### src/rtl/ecc_fix_pkg.sv
package ecc_fix_pkg;
    typedef enum logic [1:0] {
        ST_CLEAN   = 2'b00,
        ST_FIXED   = 2'b01,
        ST_CODEERR = 2'b10,
        ST_UNCORR  = 2'b11
    } fix_status_e;

    typedef enum logic {
        S_IDLE,
        S_REPORT
    } fix_state_e;
endpackage

### src/rtl/ecc_syndrome.sv
module ecc_syndrome #(
    parameter int LINE_PAIRS = 8,
    parameter int COL_PAIRS  = 3,
    localparam int CODE_W    = 2*LINE_PAIRS + 2 + 2*COL_PAIRS,
    localparam int COL_LSB   = 2*LINE_PAIRS + 2,
    localparam int KEPT_W    = 2*(LINE_PAIRS + COL_PAIRS)
) (
    input  logic [CODE_W-1:0] calc_code,
    input  logic [CODE_W-1:0] stored_code,
    output logic [KEPT_W-1:0] kept,
    output logic              is_zero,
    output logic              is_single,
    output logic              all_valid
);
    localparam int NP = LINE_PAIRS + COL_PAIRS;

    logic [NP-1:0] pair_ok;

    // Reserved bits between the line and column fields are skipped entirely.
    assign kept = {calc_code[CODE_W-1:COL_LSB]     ^ stored_code[CODE_W-1:COL_LSB],
                   calc_code[2*LINE_PAIRS-1:0]     ^ stored_code[2*LINE_PAIRS-1:0]};

    for (genvar p = 0; p < NP; p++) begin : g_pair
        assign pair_ok[p] = kept[2*p] ^ kept[2*p+1];
    end

    assign is_zero   = (kept == '0);
    assign is_single = !is_zero && ((kept & (kept - 1'b1)) == '0);
    assign all_valid = &pair_ok;
endmodule

### src/rtl/ecc_pair_decode.sv
module ecc_pair_decode #(
    parameter int NPAIRS = 8
) (
    input  logic [2*NPAIRS-1:0] pairs,
    output logic [NPAIRS-1:0]   value
);
    // 10 -> 1, 01 -> 0; pair i lands on bit i so the top pair is the MSB.
    for (genvar i = 0; i < NPAIRS; i++) begin : g_bit
        assign value[i] = pairs[2*i+1] & ~pairs[2*i];
    end
endmodule

### src/rtl/ecc_bit_flip.sv
module ecc_bit_flip #(
    parameter int IDX_W = 3,
    localparam int DATA_W = 2**IDX_W
) (
    input  logic [DATA_W-1:0] data_in,
    input  logic [IDX_W-1:0]  idx,
    input  logic              enable,
    output logic [DATA_W-1:0] data_out
);
    logic [DATA_W-1:0] mask;

    for (genvar b = 0; b < DATA_W; b++) begin : g_mask
        assign mask[b] = enable && (idx == IDX_W'(b));
    end

    assign data_out = data_in ^ mask;
endmodule

### src/rtl/nand_ecc_fixer.sv
module nand_ecc_fixer
    import ecc_fix_pkg::*;
#(
    parameter int LINE_PAIRS = 8,
    parameter int COL_PAIRS  = 3,
    localparam int CODE_W    = 2*LINE_PAIRS + 2 + 2*COL_PAIRS,
    localparam int BYTE_W    = 2**COL_PAIRS
) (
    input  logic                  clk,
    input  logic                  rst,
    input  logic                  start,
    input  logic [CODE_W-1:0]     calc_code,
    input  logic [CODE_W-1:0]     stored_code,
    input  logic [BYTE_W-1:0]     data_in,
    output logic [1:0]            status,
    output logic [LINE_PAIRS-1:0] byte_ofs,
    output logic [COL_PAIRS-1:0]  bit_idx,
    output logic [BYTE_W-1:0]     data_out,
    output logic                  done
);
    localparam int KEPT_W = 2*(LINE_PAIRS + COL_PAIRS);

    fix_state_e  state, state_nxt;
    fix_status_e class_nxt, status_q;

    logic [KEPT_W-1:0]     kept;
    logic                  is_zero, is_single, all_valid;
    logic [LINE_PAIRS-1:0] ofs_dec;
    logic [COL_PAIRS-1:0]  idx_dec;

    ecc_syndrome #(.LINE_PAIRS(LINE_PAIRS), .COL_PAIRS(COL_PAIRS)) u_syn (
        .calc_code  (calc_code),
        .stored_code(stored_code),
        .kept       (kept),
        .is_zero    (is_zero),
        .is_single  (is_single),
        .all_valid  (all_valid)
    );

    ecc_pair_decode #(.NPAIRS(LINE_PAIRS)) u_line_dec (
        .pairs(kept[2*LINE_PAIRS-1:0]),
        .value(ofs_dec)
    );

    ecc_pair_decode #(.NPAIRS(COL_PAIRS)) u_col_dec (
        .pairs(kept[KEPT_W-1:2*LINE_PAIRS]),
        .value(idx_dec)
    );

    ecc_bit_flip #(.IDX_W(COL_PAIRS)) u_flip (
        .data_in (data_in),
        .idx     (bit_idx),
        .enable  (status_q == ST_FIXED),
        .data_out(data_out)
    );

    // Classification priority: zero, single bit, all pairs complementary, else bad.
    always_comb begin
        if (is_zero)        class_nxt = ST_CLEAN;
        else if (is_single) class_nxt = ST_CODEERR;
        else if (all_valid) class_nxt = ST_FIXED;
        else                class_nxt = ST_UNCORR;
    end

    // Next-state logic.
    always_comb begin
        state_nxt = state;
        unique case (state)
            S_IDLE:   state_nxt = start ? S_REPORT : S_IDLE;
            S_REPORT: state_nxt = start ? S_REPORT : S_IDLE;
            default:  state_nxt = S_IDLE;
        endcase
    end

    // State register.
    always_ff @(posedge clk) begin
        if (rst) state <= S_IDLE;
        else     state <= state_nxt;
    end

    // Result registers, loaded on the edge that enters S_REPORT from a start.
    always_ff @(posedge clk) begin
        if (rst) begin
            status_q <= ST_CLEAN;
            byte_ofs <= '0;
            bit_idx  <= '0;
        end else if (start) begin
            status_q <= class_nxt;
            byte_ofs <= (class_nxt == ST_FIXED) ? ofs_dec : '0;
            bit_idx  <= (class_nxt == ST_FIXED) ? idx_dec : '0;
        end
    end

    assign status = status_q;
    assign done   = (state == S_REPORT);

    a_r8_done_after_start: assert property (@(posedge clk) disable iff (rst)
        start |=> done);
    a_r8_no_stray_done: assert property (@(posedge clk) disable iff (rst)
        !start |=> !done);
    a_r8_hold_result: assert property (@(posedge clk) disable iff (rst)
        !start |=> ($stable(status) && $stable(byte_ofs) && $stable(bit_idx)));
    a_r7_fields_zero: assert property (@(posedge clk) disable iff (rst)
        (status != 2'b01) |-> (byte_ofs == '0 && bit_idx == '0));
    a_r9_one_bit_flipped: assert property (@(posedge clk) disable iff (rst)
        (status == 2'b01) |-> ($countones(data_out ^ data_in) == 1));
    a_r9_pass_through: assert property (@(posedge clk) disable iff (rst)
        (status != 2'b01) |-> (data_out == data_in));
    a_r3_single_not_pairs: assert property (@(posedge clk) disable iff (rst)
        is_single |-> !all_valid);
    a_r10_reset_clears: assert property (@(posedge clk)
        rst |=> (status == 2'b00 && byte_ofs == '0 && bit_idx == '0 && !done));
endmodule

### config.mk
export PLATFORM = sky130hd
export DESIGN_NAME = nand_ecc_fixer
export DESIGN_NICKNAME = d
export VERILOG_FILES = /design/src/rtl/ecc_fix_pkg.sv /design/src/rtl/ecc_syndrome.sv /design/src/rtl/ecc_pair_decode.sv /design/src/rtl/ecc_bit_flip.sv /design/src/rtl/nand_ecc_fixer.sv
export SDC_FILE = /design/constraint.sdc
export NUM_CORES = 1
export LEC_CHECK = 0
export ABC_AREA = 1
export CELL_PAD_IN_SITES_DETAIL_PLACEMENT = 1
export CELL_PAD_IN_SITES_GLOBAL_PLACEMENT = 1
export CORE_ASPECT_RATIO = 0.8
export CORE_UTILIZATION = 25
export DETAILED_ROUTE_END_ITERATION = 12
export GPL_TIMING_DRIVEN = 0
export PLACE_DENSITY = 0.82
export SETUP_SLACK_MARGIN = 0.05
export SYNTH_ARGS = -nofsm -noshare
export SYNTH_HDL_FRONTEND = slang
export SYNTH_SLANG_ARGS = --single-unit
export TNS_END_PERCENT = 10
### constraint.sdc
create_clock -name clk -period 4.8 [get_ports clk]
set_clock_uncertainty 0.1 [all_clocks]
set_input_delay 0.48 -clock clk [delete_from_list [all_inputs] [get_ports clk]]
set_output_delay 0.48 -clock clk [all_outputs]
set_load 0.02 [all_outputs]
# == After elaboration in Yosys (flattened, before gate mapping) ==
# Cells that the tools add are included.
# word_totals
in_bits,59
ram_bits,0
out_inout_bits,22
ff_bits,14
mem_bits_ro,0
n_memories,0
latchBits,0
elab_cells,71
# classes
reduce_logical,14
n_shift,0
n_lt_le_gt_ge,0
n_eq_ne,9
div,0
addsub,1
mux,6
mul,0
n_bitwise,37
# ops
cell,count
22-bit zero test,2
22-bit AND,1
22-bit by 1-bit subtractor with 22-bit output (second input constant),1
16-bit bitwise XOR,1
3-bit == test (second input constant),4
1-bit AND,11
1-bit inverter,11
11-bit AND reduction,1
1-bit bitwise XOR,11
1-bit logical AND,9
8-bit 2-to-1 mux,1
8-bit bitwise XOR,1
3-bit by 2-bit == test with 1-bit output (second input constant),2
2-bit 2-to-1 mux,3
6-bit bitwise XOR,1
2-bit by 1-bit == test with 1-bit output (second input constant),2
3-bit by 1-bit == test with 1-bit output (second input constant),1
3-bit zero test,1
3-bit 2-to-1 mux,1
1-bit zero test,1
1-bit 2-to-1 mux,1

# == Longest topological paths before layout ==
# depth
ltp_word,9
mapped_depth,19

# == Hierarchy ==
# From an unflattened synthesis, not the netlist that was laid out.
# unflattened
cells_unflattened,431
area_unflattened_um2,2253.4
# modules_own_cells
module,seq_area_each_um2,instances,cells_per_inst,area_each_um2
ecc_syndrome,0.0,1,300,1412.6
nand_ecc_fixer,280.3,1,65,526.8
ecc_bit_flip,0.0,1,44,203.9
ecc_pair_decode at u_line_dec,0.0,1,16,80.1
ecc_pair_decode at u_col_dec,0.0,1,6,30.0

# == Worst setup path before layout ==
# No wires, ideal clock.
# synth_path
kind,input-to-reg
startpoint,in stored_code[0]
endpoint,reg bit_idx[0]
n_path_buf,1
slack_ns,2.551
setup_ns,0.059
arrival_time_ns,2.090
stages,17
cell_sequence,xor2_1 > inv_1 > ha_1 > inv_1 > nand3_1 > nand2_1 > nand2_1 > nand2_1 > nand2_1 > a21oi_1 > nor2_1 > nand2_1 > nor2_2 > nand2_2 > buf_6 > nand4_1 > nand2_1
# synth_between
elab_chain_cells,9
# synth_lines
item,line,text
from (decl),nand_ecc_fixer.sv:13,"input logic [CODE_W-1:0] stored_code,"
16-bit bitwise XOR *,ecc_syndrome.sv:21,calc_code[2*LINE_PAIRS-1:0] ^ stored_code[2*LINE_PAIRS-1:0]};
22-bit by 1-bit subtractor with 22-bit output,ecc_syndrome.sv:28,assign is_single = !is_zero && ((kept & (kept - 1'b1)) == '0);
22-bit AND,ecc_syndrome.sv:28,
22-bit zero test,ecc_syndrome.sv:28,
1-bit logical AND,ecc_syndrome.sv:28,
2-bit 2-to-1 mux,nand_ecc_fixer.sv:60,else if (is_single) class_nxt = ST_CODEERR;
2-bit 2-to-1 mux *,nand_ecc_fixer.sv:59,if (is_zero) class_nxt = ST_CLEAN;
2-bit by 1-bit == test with 1-bit output *,nand_ecc_fixer.sv:90,bit_idx <= (class_nxt == ST_FIXED) ? idx_dec : '0;
3-bit 2-to-1 mux *,nand_ecc_fixer.sv:90,
to (signal assigned),nand_ecc_fixer.sv:90,
to (decl),nand_ecc_fixer.sv:17,"output logic [COL_PAIRS-1:0] bit_idx,"
# Mark *: on every way between the ends. The rest lies on a longest branch, timed or not.
# A chain may end at the register's enable or synchronous reset.

# == Final worst setup path ==
# layout_path
startpoint,in stored_code[0]
endpoint,reg byte_ofs[2]
# layout_between
elab_chain_cells,9
# layout_lines
item,line,text
16-bit bitwise XOR *,ecc_syndrome.sv:21,
22-bit by 1-bit subtractor with 22-bit output,ecc_syndrome.sv:28,
22-bit AND,ecc_syndrome.sv:28,
22-bit zero test,ecc_syndrome.sv:28,
1-bit logical AND,ecc_syndrome.sv:28,
2-bit 2-to-1 mux,nand_ecc_fixer.sv:60,
2-bit 2-to-1 mux *,nand_ecc_fixer.sv:59,
2-bit by 1-bit == test with 1-bit output *,nand_ecc_fixer.sv:89,byte_ofs <= (class_nxt == ST_FIXED) ? ofs_dec : '0;
8-bit 2-to-1 mux *,nand_ecc_fixer.sv:89,
to (signal assigned),nand_ecc_fixer.sv:89,
to (decl),nand_ecc_fixer.sv:16,"output logic [LINE_PAIRS-1:0] byte_ofs,"
# Marks and branches as above.

==> out/metrics.cfg <==
[worst_setup_path]
path_cells = clkdlybuf4s50_1 > xor2_1 > inv_1 > ha_1 > nand4_1 > nor4_1 > buf_2 > nand4_1 > nand2_1
critPathMaxStageDelay_ns = 0.57
cp.depth = 9
crit_end = byte_ofs[2]$_SDFFE_PP0P_
r2r-start = bit_idx[2]$_SDFFE_PP0P_
crit_start = stored_code[0]
critical_path_class = in2reg
reg2reg_slack_ns = 4.05
cp.arrival_ns = 3.11
critPathRequiredTime_ns = 4.88
path_max_fanout = 10
timing.rr.end = bit_idx[2]$_SDFFE_PP0P_
crit_top_cell = nand4_1
crit_path_start_kind = input port
rr_worst_depth = 2
path_buf_inv = 3
cp_slowest_cell = nor4_1
crit_family = buffers and inverters
crit_path_end_kind = register

[placement]
dp_hpwl_mm = 5.95
portBuffers = 75
gp_congestion = 0.872
place_area_um2 = 2910

[synthesis]
netlist_area_um2 = 2030
syn_area_per_cell_um2 = 5.90
yosysSeqAreaShare_pct = 13.8
synth_common_cells = nand2_1 (106), inv_1 (58), nor2_1 (30)
synth_top_cells_by_area = nand2_1 (20%), dfxtp_1 (14%), ha_1 (14%)
yosys_warnings = 0
synth-main-ff-cell = dfxtp_1
syn_nets = 425
synth.most_common_cell = nand2_1
yosysUniqueCellTypes = 27
yosys.area.top_type_share_pct = 19.6
synth_edf_count = 0
synth_seq_cells = 14
yosysTopAreaCell = nand2_1
syn_inst = 344
async_reset_ff_share_pct = 0

[route]
routed_wl_mm = 6.77
first_pass_iters = 4
drtIter0Drc = 82
drc_errors = 0
wl_per_cell_um = 12.8
vias_per_cell = 4.47
antenna_left = 0
vias = 2361

[grt]
antenna_found_initial = 0
track_usage_pct = 16.5
overflow = 0
grt_pass1_wl_mm = 11.0
first_global_vias = 2406
grt_max_degree = 11

[sta]
finalMaxSlewViolations = 0
setup_viol = 0
grt_setup_unrepaired = false
max_freq_mhz = 330
hold_viol = 0
min_period_ns = 3.03
final.period_utilization_pct = 63.1
relSlewSlack_pct = 56.3
worst_slew_pin_slew_ns = 0.649
finalSetupTns_ns = 0

[cells_and_area]
nets = 505
fill_cells = 1030
drive_gt1_share_pct = 9.46
area_growth_pct = 46.2
diodes = 0
design_area_um2 = 2970

[power_and_ir_drop]
p_leak_nw = 1.41
ir_drop_mv = 0.0619
power_w = 0.000453
powerDensity_nw_per_um2 = 153

[floorplan]
dieArea_um2 = 8480
core_um2 = 7640
fp.dieW_um = 103
fp-row-count = 28
die_h_um = 82.6
boundaryPins = 81
floorplan.initialDensity_pct = 26.6

[clock_network]
clock_path_buffers = 2
cts-root-buf = clkbuf_8
path_clk_slew_ns = 0.06
cts-resized-gates = 0
cts_buffers = 3
cts_num_sinks = 14
cts_tree = yes
clkLatencyLatePin_ns = 0.24
cts_setup_buffers = 0
postCtsHoldBufs = 0
h-tree-depth = 1

[run_status]
outcome = finished, final reports clean

[min_path]
holdPathStages = 2
hold_class = reg2reg

[flow_run]
drv_cap = 0

## where the power goes
part           total [W]  switching, W  internal (W)
combinational   0.000222      0.000123     0.0000989
sequential      0.000119    0.00000121      0.000118
clock           0.000111     0.0000389     0.0000725
## worst register-to-register path, delay by kind of cell, from the launching register on
family        cells  cell delay [ns]
flops             1             0.40
simple gates      2             0.18
## per-stage QoR
step                setup WS, ns  hold slack (ns)  instances  util [%]
floorplan                   2.55            0.427        344         -
global placement            1.68            0.341        524      38.1
detailed placement          1.52            0.351        524      38.1
CTS                         1.75            0.361        528      38.8
global route                1.47            0.387        528      38.8
finish                      1.77            0.356        528      38.8
## cell families after synthesis
logic type,after synthesis,synth area share (%)
adders and majority gates,22,13.6
xor gates and xnor gates,22,10.6
buffers and inverters,68,13.0
and+or+nand+nor,201,44.3
AOI/OAI and AO/OA,17,4.75
DFF,14,13.8
## cell type report
cell class | count | area, um^2 | share of cell area (%)
repair buffers | 75 | 751 | 25.3
multi-input cells | 262 | 1490 | 50.1
plain buffers | 4 | 23.8 | 0.801
flip-flops and latches | 14 | 280 | 9.45
clock buffers | 4 | 55.1 | 1.86
well taps | 105 | 131 | 4.43
inverters | 64 | 240 | 8.10
## state kept, by name (all words and copies together), names as in the netlist
signal	count
status	2
bit_idx	3
done	1
byte_ofs	8
## per-layer routing
metal	vias up	GRT usage, %	wire [um]
met5	-	0	0
met3	4	1.09	255
met2	61	32.3	3350
met1	1077	20.2	3140
met4	0	2.54	30
li1	1219	-	-
## worst min path at each step
stage                               endpoint  slack, ns                     start
floorplan           byte_ofs[1]$_SDFFE_PP0P_       0.43  byte_ofs[1]$_SDFFE_PP0P_
global placement    byte_ofs[2]$_SDFFE_PP0P_       0.34  byte_ofs[2]$_SDFFE_PP0P_
detailed placement  byte_ofs[6]$_SDFFE_PP0P_       0.35  byte_ofs[6]$_SDFFE_PP0P_
CTS                 byte_ofs[6]$_SDFFE_PP0P_       0.36  byte_ofs[6]$_SDFFE_PP0P_
global route        byte_ofs[5]$_SDFFE_PP0P_       0.39  byte_ofs[5]$_SDFFE_PP0P_
finish              byte_ofs[6]$_SDFFE_PP0P_       0.36  byte_ofs[6]$_SDFFE_PP0P_
## layout by cell type (no fill, tap or decap)
cell	Yosys	layout
nor3_1	6	6
nand2_1	106	106
a21oi_2	1	1
inv_2	4	4
inv_1	58	58
nor2_2	9	9
xnor2_1	6	6
clkbuf_1	2	2
nand2_2	14	14
clkinv_1	2	2
ha_1	22	22
nor3_2	2	2
xor2_1	13	13
o21ai_1	2	2
nand4_1	16	16
a21oi_1	6	6
nor2_1	30	30
buf_2	1	1
xnor2_2	3	3
nor4_1	2	2
clkbuf_8	0	4
a21boi_0	1	1
or2_2	1	1
o211a_1	1	1
buf_6	1	1
clkdlybuf4s50_1	0	75
nand3_1	15	15
o21ai_0	6	6
dfxtp_1	14	14
Power figures use the tool's default switching activity.
